==> config.mk <==
export PLATFORM = sky130hd
export DESIGN_NAME = i2c_mem_target
export DESIGN_NICKNAME = d
export VERILOG_FILES = /design/src/rtl/i2c_mem_pkg.sv /design/src/rtl/i2c_bus_sync.sv /design/src/rtl/i2c_page_buf.sv /design/src/rtl/i2c_mem_target.sv
export SDC_FILE = /design/constraint.sdc
export NUM_CORES = 1
export LEC_CHECK = 0
export ABC_CLOCK_PERIOD_IN_PS = 6400
export BUFFER_PORTS_ARGS = -buffer_cell sky130_fd_sc_hd__buf_2
export CAP_MARGIN = 10
export CORE_MARGIN = 4
export CORE_UTILIZATION = 45
export CTS_CLUSTER_DIAMETER = 200
export DETAILED_ROUTE_END_ITERATION = 10
export PLACE_DENSITY = 0.57
export SYNTH_ARGS = -nofsm -noshare
export SYNTH_HDL_FRONTEND = slang
export SYNTH_SLANG_ARGS = --single-unit
==> constraint.sdc <==
create_clock -name clk -period 6.4 [get_ports clk]
set_input_delay 1.6 -clock clk [delete_from_list [all_inputs] [get_ports clk]]
set_output_delay 1.6 -clock clk [all_outputs]
set_load 0.05 [all_outputs]
==> src/rtl/i2c_mem_pkg.sv <==
package i2c_mem_pkg;
   localparam int ADDR_W = 9;
   localparam logic [3:0] TYPE_MEM = 4'b1010;
   localparam logic [3:0] TYPE_CFG = 4'b1001;

   typedef enum logic [2:0] {
      ST_IDLE,
      ST_RX,
      ST_ACK,
      ST_TX,
      ST_TXACK
   } bus_st_e;

   typedef enum logic [1:0] {
      PH_CTRL,
      PH_ADDR,
      PH_DATA
   } phase_e;
endpackage

==> src/rtl/i2c_bus_sync.sv <==
module i2c_bus_sync #(
   parameter int STAGES = 2
) (
   input  logic clk,
   input  logic rst_n,
   input  logic scl_i,
   input  logic sda_i,
   output logic scl,
   output logic scl_rise,
   output logic scl_fall,
   output logic sda,
   output logic start_det,
   output logic stop_det
);
   generate
      if (STAGES < 2 || STAGES > 4) begin : g_bad_stages
         $error("i2c_bus_sync: STAGES must be 2 to 4");
      end
   endgenerate

   logic [STAGES-1:0] scl_sh, sda_sh;
   logic              scl_p, sda_p;

   always_ff @(posedge clk or negedge rst_n) begin
      if (!rst_n) begin
         scl_sh <= '1;
         sda_sh <= '1;
         scl_p  <= 1'b1;
         sda_p  <= 1'b1;
      end else begin
         scl_sh <= {scl_sh[STAGES-2:0], scl_i};
         sda_sh <= {sda_sh[STAGES-2:0], sda_i};
         scl_p  <= scl_sh[STAGES-1];
         sda_p  <= sda_sh[STAGES-1];
      end
   end

   assign scl       = scl_sh[STAGES-1];
   assign sda       = sda_sh[STAGES-1];
   assign scl_rise  = scl & ~scl_p;
   assign scl_fall  = ~scl & scl_p;
   assign start_det = scl & scl_p & sda_p & ~sda;
   assign stop_det  = scl & scl_p & ~sda_p & sda;
endmodule

==> src/rtl/i2c_page_buf.sv <==
module i2c_page_buf #(
   parameter int AW   = 9,
   parameter int PAGE = 16,
   localparam int PB  = $clog2(PAGE)
) (
   input  logic            clk,
   input  logic            rst_n,
   input  logic            clr,
   input  logic            wr_en,
   input  logic [PB-1:0]   wr_idx,
   input  logic [7:0]      wr_data,
   input  logic            base_set,
   input  logic [AW-PB-1:0] base_in,
   input  logic            commit,
   output logic            any_valid,
   output logic            committing,
   output logic            mem_we,
   output logic [AW-1:0]   mem_waddr,
   output logic [7:0]      mem_wdata
);
   logic [7:0]       data_q [PAGE];
   logic [PAGE-1:0]  valid_q;
   logic [AW-PB-1:0] base_q;
   logic [PB-1:0]    idx_q;
   logic             run_q;

   always_ff @(posedge clk or negedge rst_n) begin
      if (!rst_n) begin
         for (int i = 0; i < PAGE; i++) data_q[i] <= '0;
         valid_q <= '0;
         base_q  <= '0;
         idx_q   <= '0;
         run_q   <= 1'b0;
      end else begin
         if (clr) valid_q <= '0;
         if (wr_en) begin
            data_q[wr_idx]  <= wr_data;
            valid_q[wr_idx] <= 1'b1;
         end
         if (base_set) base_q <= base_in;
         if (commit) begin
            run_q <= 1'b1;
            idx_q <= '0;
         end else if (run_q) begin
            idx_q <= idx_q + PB'(1);
            if (idx_q == PB'(PAGE - 1)) begin
               run_q   <= 1'b0;
               valid_q <= '0;
            end
         end
      end
   end

   assign any_valid  = |valid_q;
   assign committing = run_q;
   assign mem_we     = run_q & valid_q[idx_q];
   assign mem_waddr  = {base_q, idx_q};
   assign mem_wdata  = data_q[idx_q];
endmodule

==> src/rtl/i2c_mem_target.sv <==
module i2c_mem_target
   import i2c_mem_pkg::*;
#(
   parameter int PAGE        = 16,
   parameter int NCFG        = 4,
   parameter int WR_CYCLES   = 600,
   parameter int SYNC_STAGES = 2,
   localparam int PB  = $clog2(PAGE),
   localparam int CB  = $clog2(NCFG),
   localparam int BCW = $clog2(WR_CYCLES + 1)
) (
   input  logic              clk,
   input  logic              rst_n,
   input  logic              scl_i,
   input  logic              sda_i,
   output logic              sda_oe,
   input  logic              strap_a2,
   input  logic              strap_a1,
   output logic              busy,
   output logic [ADDR_W-1:0] mem_addr,
   output logic              mem_we,
   output logic [7:0]        mem_wdata,
   input  logic [7:0]        mem_rdata
);
   generate
      if (PAGE < 2 || PAGE > 256 || (PAGE & (PAGE - 1)) != 0) begin : g_bad_page
         $error("i2c_mem_target: PAGE must be a power of two from 2 to 256");
      end
      if (NCFG < 2 || NCFG > 256 || (NCFG & (NCFG - 1)) != 0) begin : g_bad_ncfg
         $error("i2c_mem_target: NCFG must be a power of two from 2 to 256");
      end
      if (WR_CYCLES < PAGE + 1) begin : g_bad_wr
         $error("i2c_mem_target: WR_CYCLES must exceed PAGE");
      end
   endgenerate

   // bus sampling and condition detection
   logic scl, scl_rise, scl_fall, sda, start_det, stop_det;

   i2c_bus_sync #(.STAGES(SYNC_STAGES)) u_sync (
      .clk      (clk),
      .rst_n    (rst_n),
      .scl_i    (scl_i),
      .sda_i    (sda_i),
      .scl      (scl),
      .scl_rise (scl_rise),
      .scl_fall (scl_fall),
      .sda      (sda),
      .start_det(start_det),
      .stop_det (stop_det)
   );

   // protocol state
   bus_st_e           st;
   phase_e            ph;
   logic [3:0]        cnt;
   logic [7:0]        shreg;
   logic              is_cfg, rw, a8_q, mack;
   logic [ADDR_W-1:0] ptr;
   logic [7:0]        cmd;
   logic              cfg_pend;
   logic [7:0]        cfg_wdata;
   logic [7:0]        cfg_q [NCFG];
   logic [BCW-1:0]    busy_cnt;

   logic [CB-1:0]     cidx;
   logic [7:0]        tx_next;
   logic              byte_done, ctrl_match, go;
   logic [ADDR_W-1:0] new_ptr;

   assign busy       = (busy_cnt != '0);
   assign go         = ~busy & ~start_det & ~stop_det;
   assign cidx       = cmd[CB-1:0];
   assign tx_next    = is_cfg ? cfg_q[cidx] : mem_rdata;
   assign byte_done  = go & (st == ST_RX) & scl_fall & (cnt == 4'd8);
   assign ctrl_match = ((shreg[7:4] == TYPE_MEM) || (shreg[7:4] == TYPE_CFG)) &&
                       (shreg[3:2] == {strap_a2, strap_a1});
   assign new_ptr    = {a8_q, shreg};

   // page buffer and commit sequencer
   logic buf_we, buf_base, buf_clr, buf_commit, buf_any, committing;
   logic [ADDR_W-1:0] buf_waddr;

   assign buf_we     = byte_done & (ph == PH_DATA) & ~is_cfg;
   assign buf_base   = byte_done & (ph == PH_ADDR) & ~is_cfg;
   assign buf_clr    = start_det & ~busy;
   assign buf_commit = stop_det & ~busy & buf_any;

   i2c_page_buf #(.AW(ADDR_W), .PAGE(PAGE)) u_page (
      .clk       (clk),
      .rst_n     (rst_n),
      .clr       (buf_clr),
      .wr_en     (buf_we),
      .wr_idx    (ptr[PB-1:0]),
      .wr_data   (shreg),
      .base_set  (buf_base),
      .base_in   (new_ptr[ADDR_W-1:PB]),
      .commit    (buf_commit),
      .any_valid (buf_any),
      .committing(committing),
      .mem_we    (mem_we),
      .mem_waddr (buf_waddr),
      .mem_wdata (mem_wdata)
   );

   assign mem_addr = committing ? buf_waddr : ptr;
   assign sda_oe   = (st == ST_ACK) || ((st == ST_TX) && !shreg[7]);

   // internal write cycle timer
   always_ff @(posedge clk or negedge rst_n) begin
      if (!rst_n) begin
         busy_cnt <= '0;
      end else if (busy) begin
         busy_cnt <= busy_cnt - BCW'(1);
      end else if (stop_det && (buf_any || cfg_pend)) begin
         busy_cnt <= BCW'(WR_CYCLES);
      end
   end

   // byte-level protocol engine
   always_ff @(posedge clk or negedge rst_n) begin
      if (!rst_n) begin
         st        <= ST_IDLE;
         ph        <= PH_CTRL;
         cnt       <= '0;
         shreg     <= '0;
         is_cfg    <= 1'b0;
         rw        <= 1'b0;
         a8_q      <= 1'b0;
         mack      <= 1'b0;
         ptr       <= '0;
         cmd       <= '0;
         cfg_pend  <= 1'b0;
         cfg_wdata <= '0;
         for (int i = 0; i < NCFG; i++) cfg_q[i] <= '0;
      end else if (busy) begin
         st <= ST_IDLE;
      end else if (start_det) begin
         st       <= ST_RX;
         ph       <= PH_CTRL;
         cnt      <= '0;
         cfg_pend <= 1'b0;
      end else if (stop_det) begin
         st       <= ST_IDLE;
         cfg_pend <= 1'b0;
         if (cfg_pend) cfg_q[cidx] <= cfg_wdata;
      end else begin
         case (st)
            ST_RX: begin
               if (scl_rise) begin
                  shreg <= {shreg[6:0], sda};
                  cnt   <= cnt + 4'd1;
               end else if (byte_done) begin
                  cnt <= '0;
                  st  <= ST_ACK;
                  case (ph)
                     PH_CTRL: begin
                        if (ctrl_match) begin
                           is_cfg <= (shreg[7:4] == TYPE_CFG);
                           rw     <= shreg[0];
                           if (shreg[7:4] == TYPE_MEM && !shreg[0]) a8_q <= shreg[1];
                           ph     <= PH_ADDR;
                        end else begin
                           st <= ST_IDLE;
                        end
                     end
                     PH_ADDR: begin
                        ph <= PH_DATA;
                        if (is_cfg) cmd <= shreg;
                        else        ptr <= new_ptr;
                     end
                     default: begin
                        if (is_cfg) begin
                           cfg_pend  <= 1'b1;
                           cfg_wdata <= shreg;
                        end else begin
                           ptr[PB-1:0] <= ptr[PB-1:0] + PB'(1);
                        end
                     end
                  endcase
               end
            end
            ST_ACK: begin
               if (scl_fall) begin
                  cnt <= '0;
                  if (rw) begin
                     shreg <= tx_next;
                     if (!is_cfg) ptr <= ptr + ADDR_W'(1);
                     st <= ST_TX;
                  end else begin
                     st <= ST_RX;
                  end
               end
            end
            ST_TX: begin
               if (scl_fall) begin
                  if (cnt == 4'd7) begin
                     st <= ST_TXACK;
                  end else begin
                     shreg <= {shreg[6:0], 1'b0};
                     cnt   <= cnt + 4'd1;
                  end
               end
            end
            ST_TXACK: begin
               if (scl_rise) begin
                  mack <= ~sda;
               end else if (scl_fall) begin
                  cnt <= '0;
                  if (mack) begin
                     shreg <= tx_next;
                     if (!is_cfg) ptr <= ptr + ADDR_W'(1);
                     st <= ST_TX;
                  end else begin
                     st <= ST_IDLE;
                  end
               end
            end
            default: ;
         endcase
      end
   end

   // assertions
   p_oe_scl_low_r2: assert property (@(posedge clk) disable iff (!rst_n)
      $rose(sda_oe) |-> !scl)
      else $error("SDA pulled low while SCL high");

   p_we_in_busy_r4: assert property (@(posedge clk) disable iff (!rst_n)
      mem_we |-> busy)
      else $error("memory write outside internal write cycle");

   p_busy_from_stop_r5: assert property (@(posedge clk) disable iff (!rst_n)
      $rose(busy) |-> $past(stop_det))
      else $error("busy started without STOP");

   p_quiet_busy_r5: assert property (@(posedge clk) disable iff (!rst_n)
      busy |-> !sda_oe)
      else $error("bus driven during write cycle");
endmodule

Word level (Yosys, flattened, before mapping)
Index checks and enable logic that the tools add are counted.

$add $sub $neg: 5. Order comparisons: 8. Equality and inequality tests: 41. Multiplexer cells: 90. Bitwise gates (word level): 34. Reductions and logical operators: 41.

Operators by type and width (number): $bwmux 128 (1); $mux 8 (15); $mux 9 (10); $mux 16 (5); $mux 4 (11); $bmux 8 s4 (1); $bwmux 32 (1); $demux 8 s4 (1); $pmux 8 s4 (1); $reduce_and 8->1 (4); $mux 3 (10); $ne 5x5->1 const B (6); $pmux 9 s3 (1); $ne 2x2->1 const B (13); $reduce_and 13->1 (2); $and 1x1->1 (20); $mux 10 (2); $mux 2 (10); $bmux 8 s2 (1); $demux 8 s2 (1); $eq 4x4->1 const B (4); $or 16x16->16 (1); $pmux 4 s4 (1); $reduce_or 16->1 (1); other kinds (48) (96).

Flip-flop bits (word level): 243. Input bits: 14. Output and inout port bits: 20. Word-level logic and storage cells: 261.

Logic depth before layout (Yosys ltp)
Depth in word-level cells: 15. Depth in mapped cells: 10. Gate-level depth less buffers: 8.

By module
From an unflattened synthesis, not the netlist that was laid out.

Cells, all modules: 897. Area, all modules: 12046.6 um^2.

By module, submodules not included: i2c_page_buf (instances 1, cells an instance 468, area an instance 7120.6 um^2, seq. area each 3853.7 um^2); i2c_mem_target (instances 1, cells an instance 419, area an instance 4735.8 um^2, seq. area each 2077.0 um^2); i2c_bus_sync (instances 1, cells an instance 10, area an instance 190.2 um^2, seq. area each 157.7 um^2).

Worst setup path after synthesis
No wires, ideal clock.

Path type: register -> output. From: register u_page.idx_q[0]. To: output mem_wdata[0]. Arrival time: 2.415 ns. Data required time: 4.800 ns. Slack: 2.385 ns. Cell stages (with the launch flop): 5. Path through: dfrtp_1 buf_1 buf_2 mux4_2 mux4_2.

Word-level cells in the longest chain between the ends: 4.

RTL lines: from (decl) (line i2c_page_buf.sv:24) `logic [PB-1:0] idx_q;`; from (signal assigned) (line i2c_page_buf.sv:45) `idx_q <= idx_q + PB'(1);`; $not 4->5 (implied by the code) (line i2c_page_buf.sv:58) `assign mem_wdata = data_q[idx_q];`; $bmux 8 s4 (line i2c_page_buf.sv:58); $mux 8 (implied by the code) (2 in a row) (line i2c_page_buf.sv:58); to (decl) (line i2c_mem_target.sv:22) `output logic [7:0] mem_wdata,`.

Every way passes these cells. The select of a mux whose other input is x is not followed.

Worst setup path in the final report
From: register u_page.idx_q[0]. To: output mem_wdata[3].

The elaborated chain is that of the path after synthesis.

==> metrics.md <==
| Metric | Value |
|---|---|
| Switching Share | 28.7% |
| CP endpoint | mem_wdata[3] |
| Fillers | 2,176 |
| TritonCTS clock tree | done |
| Reg2Reg Depth | 8 |
| Final setup fails | 0 |
| RSZ-0062 raised after global routing | false |
| Cell Rows | 58 |
| Clk pwr share | 40.7% |
| Grt ovf | 0 |
| Crit share post-route | 74.4% |
| Syn nets | about 900 |
| Antenna Cells | 0 |
| Post-CTS setup buffer count | 0 |
| DR WL/cell | about 22 µm |
| Post_cts resized | 0 |
| IO Count | 34 |
| Setup TNS | 0 ns |
| Root Driver | clkbuf_16 |
| R2r startpoint | busy_cnt[0] |
| Clk sinks | around 240 |
| Max_cap viols | 0 |
| First-pass iteration count of the detailed router | 5 |
| Final wirelength | 27,800 µm |
| Hold Path Class | reg -> reg |
| Worst vdd ir | 0.000173 V |
| Internal power | 2610 µW |
| Pwr dens | 281 nW/µm² |
| H-tree depth | 1 |
| Critical Path Source | u_page.idx_q[0] |
| I/O Buffers | 33 |
| Cell Area, Synth | 11,700 µm² |
| Mean Syn Cell Area | 13.3 µm² |
| Power, Total | 3660 µW |
| Worst setup SP type | flip-flop |
| Vias in the first global route | 7,700 |
| Die Area | 28,700 µm² |
| Final antenna-violating net count | 0 |
| Dpl hpwl | 17,600 µm |
| Starting Density | between 40 and 50% |
| Crit path time final | between 4 and 5 ns |
| # DRC | 0 |
| DIE HEIGHT | about 170 µm |
| Cts bufs inserted | 27 |
| Top FF cell, synth | dfrtp_1 |
| Hold Fails Final Rpt | 0 |
| Nets | 920 |
| Post-Syn Instances | 880 |
| Rel. slew slack | 31.2% |
| Share of layout cells above drive strength 1 | 37.1% |
| NetSw | 1050 µW |
| Setup CP Type | reg -> out |
| Worst Path Required | about 4.8 ns |
| Clock Latency Late Sink | 0.55 ns |
| CP endpoint kind | output pin |
| Placeable Area | 25,400 µm² |
| Vias | approximately 7,400 |
| Reg2Reg Setup Slack | 3.05 ns |
| First-pass GRT wire length | 44,800 µm |
| Yosys reg bits | 243 |
| Clock Tree Buf Depth | 3 |
| Max Fanout on Critical Path | 25 |
| Total number of yosys warnings | 0 |
| Sequential fraction of design power | 48.5% |
| Layout area overhead | 11.2% |
| Worst Max-Slew Pin Slew | 1.03 ns |
| Outcome | finished clean |
| Hold-fix buffers, CTS | 0 |
| Die Wd | roughly 170 µm |
| GRT Total Usage | 19.8% |
| Post-synth EDFFs | 0 |
| Count of pins over their slew limit | 0 |
| Worst-path clk slew | about 0.060 ns |
| Initial antenna violation count | 0 |
| Via/cell ratio | 5.92 |
| Seq/Total Area, Yosys | between 50% and 60% |
| Leak pwr | 0.00610 µW |
| Iter 0 DRT Violations | 580 |
| Layout Skew | 0.0167 ns |
| Asr flop ratio synth | 100% |
| Max Freq | 210 MHz |
| Largest net degree at the start of global routing | 128 |
| Logic gate share of total power | 10.9% |
| Arrival time worst endpoint | 3.16 ns |
| Worst reg2reg path endpoint | shreg[7] |
| Yosys cell types | 64 |
| Hold path cells | 0 |
| GPL Wtd Cong | 0.876 |
-- area by class of cell --
type                    instances  area, µm²  share of cell area (%)
multi-input cells             572       5370                    41.3
repair buffers                 39        240                    1.85
inverters                      14       52.6                   0.404
clock inverters                 4       62.6                   0.480
flip-flops and latches        243       6090                    46.8
clock buffers                  41        788                    6.05
well taps                     330        413                    3.17
-- routing by layer --
| metal | track usage (%) | part of all wire [%] |
|---|---|---|
| met5 | 0 | 0 |
| met4 | 4.69 | 2.2 |
| met3 | 3.17 | 4.3 |
| met2 | 32.5 | 49 |
| met1 | 28.0 | 44 |
-- cell families after synthesis --
logic type | share of synthesized area (%)
buffers and inverters | 2.19
multiplexers | 29.7
adder cells (fa/ha/maj) | 0.961
XOR/XNOR | 0.673
flip-flops | 52.0
AND/OR/NAND/NOR | 9.09
AO/OA/AOI/OAI | 5.45
-- registers in the layout, indices dropped and copies added (netlist names), 2 cells and up --
| register | cells |
|---|---|
| busy_cnt | 10 |
| cfg_q | 32 |
| cfg_wdata | 8 |
| cmd | 2 |
| cnt | 4 |
| ph | 2 |
| ptr | 9 |
| shreg | 8 |
| st | 3 |
| u_page.base_q | 5 |
| u_page.data_q | 128 |
| u_page.idx_q | 4 |
| u_page.valid_q | 16 |
| u_sync.scl_sh | 2 |
| u_sync.sda_sh | 2 |
-- power groups by stage --
stage | logic, µW | registers [µW] | clock network [µW]
5_1_grt | 439 | 1800 | 1600
3_5_place_dp | 399 | 1810 | 0
6_report | 398 | 1770 | 1490
4_1_cts | 401 | 1780 | 1530
3_3_place_gp | 390 | 1790 | 0
2_1_floorplan | 376 | 1660 | 0
-- per-stage QoR --
stage	setup WS (ns)	hold WS (ns)	cells	area, µm²	utilization (%)
2_1_floorplan	2.39	0.345	880	11700	-
3_3_place_gp	2.20	0.351	1197	12200	47.9
3_5_place_dp	2.14	0.350	1197	12200	47.9
4_1_cts	1.56	0.362	1242	13000	51.2
5_1_grt	1.45	0.362	1243	13000	51.3
6_report	1.64	0.358	1243	13000	51.3
-- cell usage after synthesis (7+ instances only) --
master / count / share of area, %
nor3_1: 7 / 0.30
mux2_2: 179 / 17
ha_1: 9 / 0.96
nand2b_1: 10 / 0.53
buf_2: 7 / 0.30
nor2_1: 35 / 1.1
dfrtp_1: 237 / 51
nor2b_1: 7 / 0.37
clkbuf_1: 38 / 1.2
a21oi_1: 42 / 1.8
nand2_1: 57 / 1.8
mux4_2: 53 / 10
and3_1: 8 / 0.43
inv_1: 14 / 0.45
o21ai_0: 24 / 1.0
mux2i_1: 13 / 1.1
mux2_1: 12 / 1.2
nand3_1: 16 / 0.68
a31oi_1: 11 / 0.59
-- placed cells by master (no fill, tap or decap), types with 7 or more instances in the layout --
master     instances
dfrtp_1          235
mux2_2           179
nand2_1           57
mux4_2            53
a21oi_1           41
nor2_1            35
buf_2             32
clkbuf_16         27
o21ai_0           24
nand3_1           16
inv_1             14
mux2i_1           13
mux2_1            12
a31oi_1           11
nand2b_1          10
ha_1               9
and3_1             8
clkbuf_1           8
nor2b_1            7
nor3_1             7
-- critical path, cell delays in order, from the launching register on --
cell	delay, ns
dfrtp_2	0.87
buf_4	0.44
mux4_2	0.55
mux4_2	0.52
buf_2	0.24
-- worst min-delay path by stage --
stage	slack, ns	to	from
finish	0.36	u_sync.scl_sh[1]	u_sync.scl_sh[0]
global route	0.36	u_sync.scl_sh[1]	u_sync.scl_sh[0]
CTS	0.36	u_sync.scl_sh[1]	u_sync.scl_sh[0]
detailed placement	0.35	u_sync.scl_sh[1]	u_sync.scl_sh[0]
global placement	0.35	u_sync.sda_sh[1]	u_sync.sda_sh[0]
floorplan	0.35	u_sync.scl_sh[1]	u_sync.scl_sh[0]
Note: power is estimated with default switching activity, not from simulation.
